## config.mk

```make
export PLATFORM = sky130hd
export DESIGN_NAME = badline_steal_arb
export DESIGN_NICKNAME = d
export VERILOG_FILES = /design/src/rtl/bl_pkg.sv /design/src/rtl/bl_window.sv /design/src/rtl/bl_opseq.sv /design/src/rtl/bl_stall.sv /design/src/rtl/badline_steal_arb.sv
export SDC_FILE = /design/constraint.sdc
export NUM_CORES = 1
export LEC_CHECK = 0
export CAP_MARGIN = 10
export CORE_ASPECT_RATIO = 1.25
export CORE_MARGIN = 4
export CORE_UTILIZATION = 30
export CTS_BUF_LIST = sky130_fd_sc_hd__clkbuf_8
export DETAILED_ROUTE_END_ITERATION = 12
export PLACE_DENSITY_LB_ADDON = 0.08
export SKIP_LAST_GASP = 1
export SLEW_MARGIN = 25
export SYNTH_ARGS = -nofsm -noshare
export SYNTH_HDL_FRONTEND = slang
export SYNTH_SLANG_ARGS = --single-unit
```

## constraint.sdc

```tcl
create_clock -name clk -period 11.77 [get_ports clk]
set_clock_uncertainty 0.2 [all_clocks]
set_input_delay 2.354 -clock clk [delete_from_list [all_inputs] [get_ports clk]]
set_output_delay 2.354 -clock clk [all_outputs]
set_load 0.02 [all_outputs]
```

## src/rtl/bl_pkg.sv

```systemverilog
package bl_pkg;

    typedef enum logic [1:0] {
        OPC_TRAP  = 2'd0,
        OPC_CALL  = 2'd1,
        OPC_PLAIN = 2'd2,
        OPC_RSVD  = 2'd3
    } op_class_e;

    typedef struct packed {
        op_class_e  cls;
        logic [2:0] len;
        logic [1:0] nwr;
    } op_desc_t;

    localparam int ICYC_W = 4;
    localparam logic [ICYC_W-1:0] ICYC_MAX = '1;

    // Bus direction of one instruction cycle (1-based index); 1 means write.
    function automatic logic is_write_cycle(op_desc_t d, logic [ICYC_W-1:0] cyc);
        logic w;
        unique case (d.cls)
            OPC_TRAP: w = (cyc >= 4'd3) && (cyc <= 4'd5);
            OPC_CALL: w = (cyc >= 4'd4) && (cyc <= 4'd5);
            default:  w = (cyc <= {1'b0, d.len}) &&
                          (({1'b0, cyc} + {3'b000, d.nwr}) > {2'b00, d.len});
        endcase
        return w;
    endfunction

    function automatic logic [ICYC_W-1:0] sat_inc(logic [ICYC_W-1:0] v);
        return (v == ICYC_MAX) ? v : v + 1'b1;
    endfunction

endpackage

```

## src/rtl/bl_window.sv

```systemverilog
module bl_window #(
    parameter int LINE_CYCLES = 63,
    parameter int FETCH_FIRST = 15,
    parameter int FETCH_CNT   = 40,
    parameter int LEAD        = 3
) (
    input  logic [$clog2(LINE_CYCLES)-1:0] raster_cycle,
    input  logic                           badline,
    output logic                           steal,
    output logic                           win_last
);
    localparam int CYC_W     = $clog2(LINE_CYCLES);
    localparam int WIN_START = FETCH_FIRST - LEAD;
    localparam int WIN_END   = FETCH_FIRST + FETCH_CNT - 1;

    logic in_win;

    always_comb begin
        in_win   = (raster_cycle >= CYC_W'(WIN_START)) &&
                   (raster_cycle <= CYC_W'(WIN_END));
        steal    = badline && in_win;
        win_last = badline && (raster_cycle == CYC_W'(WIN_END));
    end
endmodule

```

## src/rtl/bl_opseq.sv

```systemverilog
module bl_opseq
    import bl_pkg::*;
(
    input  logic     clk,
    input  logic     rst,
    input  logic     op_start,
    input  op_desc_t op_in,
    input  logic     hold,
    output logic     cur_write
);
    op_desc_t          desc_q, cur_desc;
    logic [ICYC_W-1:0] cyc_q, cur_cyc;

    always_comb begin
        cur_desc  = op_start ? op_in : desc_q;
        cur_cyc   = op_start ? ICYC_W'(1) : cyc_q;
        cur_write = is_write_cycle(cur_desc, cur_cyc);
    end

    // Position inside the instruction advances only on completed cycles.
    always_ff @(posedge clk) begin
        if (rst) begin
            desc_q <= '{cls: OPC_PLAIN, len: 3'd0, nwr: 2'd0};
            cyc_q  <= ICYC_MAX;
        end else begin
            desc_q <= cur_desc;
            cyc_q  <= hold ? cur_cyc : sat_inc(cur_cyc);
        end
    end
endmodule

```

## src/rtl/bl_stall.sv

```systemverilog
module bl_stall #(
    parameter int FETCH_CNT = 40,
    parameter int LEAD      = 3
) (
    input  logic                                    clk,
    input  logic                                    rst,
    input  logic                                    steal,
    input  logic                                    win_last,
    input  logic                                    cur_write,
    output logic                                    halt,
    output logic [$clog2(FETCH_CNT+LEAD+1)-1:0]     stall_len,
    output logic                                    stall_done
);
    localparam int CNT_W = $clog2(FETCH_CNT + LEAD + 1);
    localparam int MAX_STALL = FETCH_CNT + LEAD;

    logic             halted_q;
    logic [CNT_W-1:0] cnt_q;
    logic [CNT_W-1:0] cnt_next;

    always_comb begin
        halt     = steal && (halted_q || !cur_write);
        cnt_next = cnt_q + CNT_W'(halt);
    end

    always_ff @(posedge clk) begin
        if (rst) begin
            halted_q   <= 1'b0;
            cnt_q      <= '0;
            stall_len  <= '0;
            stall_done <= 1'b0;
        end else begin
            halted_q   <= halt;
            cnt_q      <= (steal && !win_last) ? cnt_next : '0;
            stall_done <= win_last;
            if (win_last)
                stall_len <= cnt_next;
        end
    end

    // a hold persists while the bus stays stolen
    p_hold_sticky_r5: assert property (@(posedge clk) disable iff (rst)
        (steal && $past(halt) && $past(steal)) |-> halt);

    // charged length never exceeds lead plus fetch cycles
    p_len_bound_r9: assert property (@(posedge clk) disable iff (rst)
        stall_done |-> (stall_len <= CNT_W'(MAX_STALL)));
endmodule

```

## src/rtl/badline_steal_arb.sv

```systemverilog
module badline_steal_arb
    import bl_pkg::*;
#(
    parameter int LINE_CYCLES = 63,
    parameter int FETCH_FIRST = 15,
    parameter int FETCH_CNT   = 40,
    parameter int LEAD        = 3
) (
    input  logic                                  clk,
    input  logic                                  rst,
    input  logic [$clog2(LINE_CYCLES)-1:0]        raster_cycle,
    input  logic                                  badline,
    input  logic                                  op_start,
    input  logic [1:0]                            op_class,
    input  logic [2:0]                            op_len,
    input  logic [1:0]                            op_nwr,
    output logic                                  ba_n,
    output logic                                  rdy,
    output logic [$clog2(FETCH_CNT+LEAD+1)-1:0]   stall_len,
    output logic                                  stall_done
);
    localparam int CYC_W     = $clog2(LINE_CYCLES);
    localparam int WIN_START = FETCH_FIRST - LEAD;

    logic     steal, win_last, cur_write, halt;
    op_desc_t op_in;

    always_comb begin
        op_in.cls = op_class_e'(op_class);
        op_in.len = op_len;
        op_in.nwr = op_nwr;
    end

    bl_window #(
        .LINE_CYCLES(LINE_CYCLES), .FETCH_FIRST(FETCH_FIRST),
        .FETCH_CNT(FETCH_CNT), .LEAD(LEAD)
    ) u_window (
        .raster_cycle(raster_cycle), .badline(badline),
        .steal(steal), .win_last(win_last)
    );

    bl_opseq u_opseq (
        .clk(clk), .rst(rst), .op_start(op_start), .op_in(op_in),
        .hold(halt), .cur_write(cur_write)
    );

    bl_stall #(.FETCH_CNT(FETCH_CNT), .LEAD(LEAD)) u_stall (
        .clk(clk), .rst(rst), .steal(steal), .win_last(win_last),
        .cur_write(cur_write), .halt(halt),
        .stall_len(stall_len), .stall_done(stall_done)
    );

    always_comb begin
        ba_n = !steal;
        rdy  = !halt;
    end

    // processor is never held while the bus is free
    p_rdy_free_r10: assert property (@(posedge clk) disable iff (rst)
        ba_n |-> rdy);

    // the warning opens on the lead-in cycle
    p_ba_open_r2: assert property (@(posedge clk) disable iff (rst)
        $fell(ba_n) |-> (raster_cycle == CYC_W'(WIN_START)));

    // report strobe comes right after release
    p_done_after_release_r9: assert property (@(posedge clk) disable iff (rst)
        stall_done |-> (ba_n && $past(!ba_n)));
endmodule

```

==> run_results.csv <==
group,metric,value,unit
outcome,status,"completed",
clocking,numClockSinks,25,
timing,period_share,73.7,%
route,via_per_inst,4.83,
placement,io_buffers,25,
setup_path,crit_type,"input port to output pin",
setup_path,timing.rr.start,"u_opseq.cyc_q[0]",
route,drt_iter0_markers,38,
route,vias,1063,
global_route,track_usage,12.0,%
timing,slew_viol_final,0,
final_layout,drive_above_1_share,7.32,%
route,drc,0,
global_route,antenna_found_initial,0,
global_route,globalRoute.totalOverflow,0,
route,firstDrtPassIters,4,
setup_path,r2r_cells,15,
synth,synthSimpleGateAreaFrac,16.6,%
synth,yosysUniqueCellTypes,35,
synth,synth_seq_cells,25,
setup_path,max_stage_delay,880,ps
run,maxCapViolCount,0,
global_route,grt_start_max_net_pins,23,
synth,syn_nets,171,
synth,synth_cells,140,
clocking,clk_latency,270,ps
timing,clock.fmax,0.115,GHz
route,wire_per_inst,13.3,um
synth,yosys_warnings,0,
power,power_leakage,0.654,nW
min_path,min_path_type,"flop to flop",
floorplan,row_count,26,
setup_path,crit_fanout,17,
route,ant_nets,0,
power,peakVddDrop,58.9,uV
floorplan,fp.dieH,82.2,um
clocking,cts_tree,"yes",
setup_path,cp.arrival,6120,ps
setup_path,reg2reg_to,"u_stall.stall_len[5]",
clocking,hold_buffers,0,
final_layout,final_area,1690,um^2
setup_path,cp_num_buf_inv,3,
setup_path,critPathCapture,"rdy",
placement,dpl-instance-area,1640,um^2
setup_path,crit_family,"buffers and inverters",
clocking,h-tree-depth,1,
synth,syn-cell-area,1320,um^2
floorplan,coreArea,4160,um^2
clocking,clockBufferDepth,2,
clocking,cts_resized,0,
floorplan,chipWidth,67.4,um
setup_path,critPathRequiredTime,9220,ps
floorplan,start_util,31.8,%
setup_path,cp-startpoint,"op_start",
synth,yosysSeqAreaShare,37.8,%
global_route,grt_pass1_vias,1094,
timing,worst_slew_pin_slew,835,ps
synth,synth_top_family_by_area,"compound AO/OA/AOI/OAI gates",
timing,tns,0,ps
clocking,cts_buffers,3,
timing,final.setup.worst_slack,3090,ps
timing,fin_crit,8680,ps
placement,dp_slack,3070,ps
min_path,min_path_cells,2,
clocking,root_buffer,"clkbuf_8",
setup_path,r2r_slack,8090,ps
timing,setup_viol,0,
power,total_power,0.191,mW
placement,place_congestion,0.745,
clocking,post-cts-setup-buffer-count,0,
final_layout,syn_to_final_growth,27.4,%
setup_path,cp-start-kind,"input port",
placement,dpl.hpwl,2290,um
power,p_per_area,113,nW/um^2
timing,rsz0062_at_grt,"no",
clocking,path_clk_slew,90,ps
route,drt-total-wl,2930,um
setup_path,worst_setup_path_end_kind,"output pin",
synth,synth.avg_cell_area,9.45,um^2
global_route,grt_first_pass_wirelength,4940,um
timing,hold_viol,0,
timing,max_slew_margin,44.2,%
synth,synthMuxAreaShare,6.34,%
floorplan,num_io_pins,26,
synth,synth_xor_area_share,3.31,%
synth,synthAdderAreaFrac,13.8,%
final_layout,nets,196,
synth,synth_compound_area_share,17.5,%
setup_path,worst-path-stages,12,
floorplan,dieArea,5540,um^2
setup_path,critPathSlowestCell,"clkdlybuf4s50_1",
final_layout,antennaDiodeCount,0,
setup_path,path_cells,"clkdlybuf4s50_1, mux2_1, ha_1, fa_1, xnor2_1, ha_1, nand3_1, o21ai_0, o22a_1, o41a_4, clkinv_4, clkdlybuf4s50_1",
==> layout make-up <==
| class | count | area [um^2] |
|---|---|---|
| clock inverters | 1 | 5.00 |
| fillers | 460 | 2480 |
| flip-flops and latches | 25 | 500 |
| well taps | 56 | 70.1 |
| inverters | 10 | 42.5 |
| repair buffers | 25 | 250 |
| clock buffers | 3 | 41.3 |
| multi-input cells | 100 | 776 |
==> cell usage after synthesis, drive strengths merged <==
| master | count | area share, % |
|---|---|---|
| a211o | 2 | 1.3 |
| a211oi | 7 | 4.0 |
| a21oi | 4 | 2.1 |
| a22oi | 1 | 0.57 |
| a311o | 2 | 1.5 |
| a311oi | 1 | 0.66 |
| a31oi | 3 | 1.4 |
| a32oi | 1 | 0.66 |
| and3 | 1 | 0.47 |
| clkbuf | 5 | 1.4 |
| clkinv | 1 | 0.66 |
| dfxtp | 25 | 38 |
| fa | 1 | 1.5 |
| ha | 13 | 12 |
| inv | 9 | 2.6 |
| mux2 | 3 | 2.6 |
| mux2i | 5 | 3.8 |
| nand2 | 4 | 1.1 |
| nand2b | 3 | 1.4 |
| nand3 | 5 | 1.9 |
| nand3b | 1 | 0.57 |
| nor2 | 20 | 5.7 |
| nor2b | 6 | 2.8 |
| nor3 | 1 | 0.38 |
| nor4 | 1 | 0.47 |
| o211ai | 2 | 1.9 |
| o21ai | 3 | 1.1 |
| o22a | 1 | 0.66 |
| o41a | 1 | 1.6 |
| or3 | 2 | 0.95 |
| or4b | 1 | 0.76 |
| xnor2 | 3 | 2.0 |
| xor2 | 2 | 1.3 |
==> worst min-delay path by stage <==
stage	start	endpoint	slack, ps
floorplan	u_opseq.desc_q[5]	u_opseq.desc_q[5]	250
global placement	u_opseq.desc_q[5]	u_opseq.desc_q[5]	280
detailed placement	u_opseq.desc_q[5]	u_opseq.desc_q[5]	280
CTS	u_stall.stall_len[4]	u_stall.stall_len[4]	310
global route	u_stall.stall_len[1]	u_stall.stall_len[1]	330
finish	u_stall.stall_len[4]	u_stall.stall_len[4]	300
==> per-layer routing <==
metal	routed length [um]	vias to the layer above	global-route usage [%]
met3	43	4	1.62
li1	-	543	-
met5	0	-	0
met4	41	0	5.48
met1	1290	503	13.8
met2	1550	13	21.5
==> logic make-up after synthesis <==
logic type,count (synthesis)
adder cells (fa/ha/maj),14
AND/OR/NAND/NOR,45
flip-flops,25
multiplexers,8
AO/OA/AOI/OAI,28
buffers and inverters,15
XOR/XNOR,5
==> cell usage in the layout (no fill, tap or decap), types with 3 or more instances in the layout <==
cell	Yosys	layout
mux2i_1	5	5
nand3_1	5	5
a31oi_1	3	3
a211oi_1	7	7
o21ai_0	3	3
clkdlybuf4s50_1	0	25
inv_1	8	8
nand2_1	4	4
clkbuf_8	0	3
dfxtp_1	25	25
mux2_1	3	3
ha_1	13	13
nand2b_1	3	3
xnor2_1	3	3
nor2b_1	6	6
nor2_1	20	20
==> power breakdown <==
part | switching, mW | leakage (nW) | internal (mW)
Sequential | 0.00226 | 0.204 | 0.0886
Combinational | 0.0256 | 0.424 | 0.0230
Clock | 0.0276 | 0.0255 | 0.0237
==> metrics by stage <==
step                      hold slack (ps)  utilization [%]  std cells
after global routing                  328             40.5        220
after CTS                             307             40.5        220
after detailed placement              284             39.4        216
after floorplan                       253                -        140
final                                 304             40.5        220
after global placement                278             39.2        216
==> worst register-to-register path, stage by stage, from the launching register on <==
cell	delay (ps)
dfxtp_1	320
nor2_1	210
inv_1	150
ha_1	240
fa_1	390
xnor2_1	170
ha_1	260
nand3_1	80
o21ai_0	70
o22a_1	200
o41a_4	370
ha_1	230
and3_1	220
nand3_1	100
xor2_1	200
a211oi_1	100
==> flip-flops by register name, summed over array words and instances (netlist names) <==
| register | flops |
|---|---|
| u_opseq.cyc_q | 4 |
| u_opseq.desc_q | 7 |
| u_stall.cnt_q | 6 |
| u_stall.halted_q | 1 |
| u_stall.stall_done | 1 |
| u_stall.stall_len | 6 |
Power figures use the tool's default switching activity.
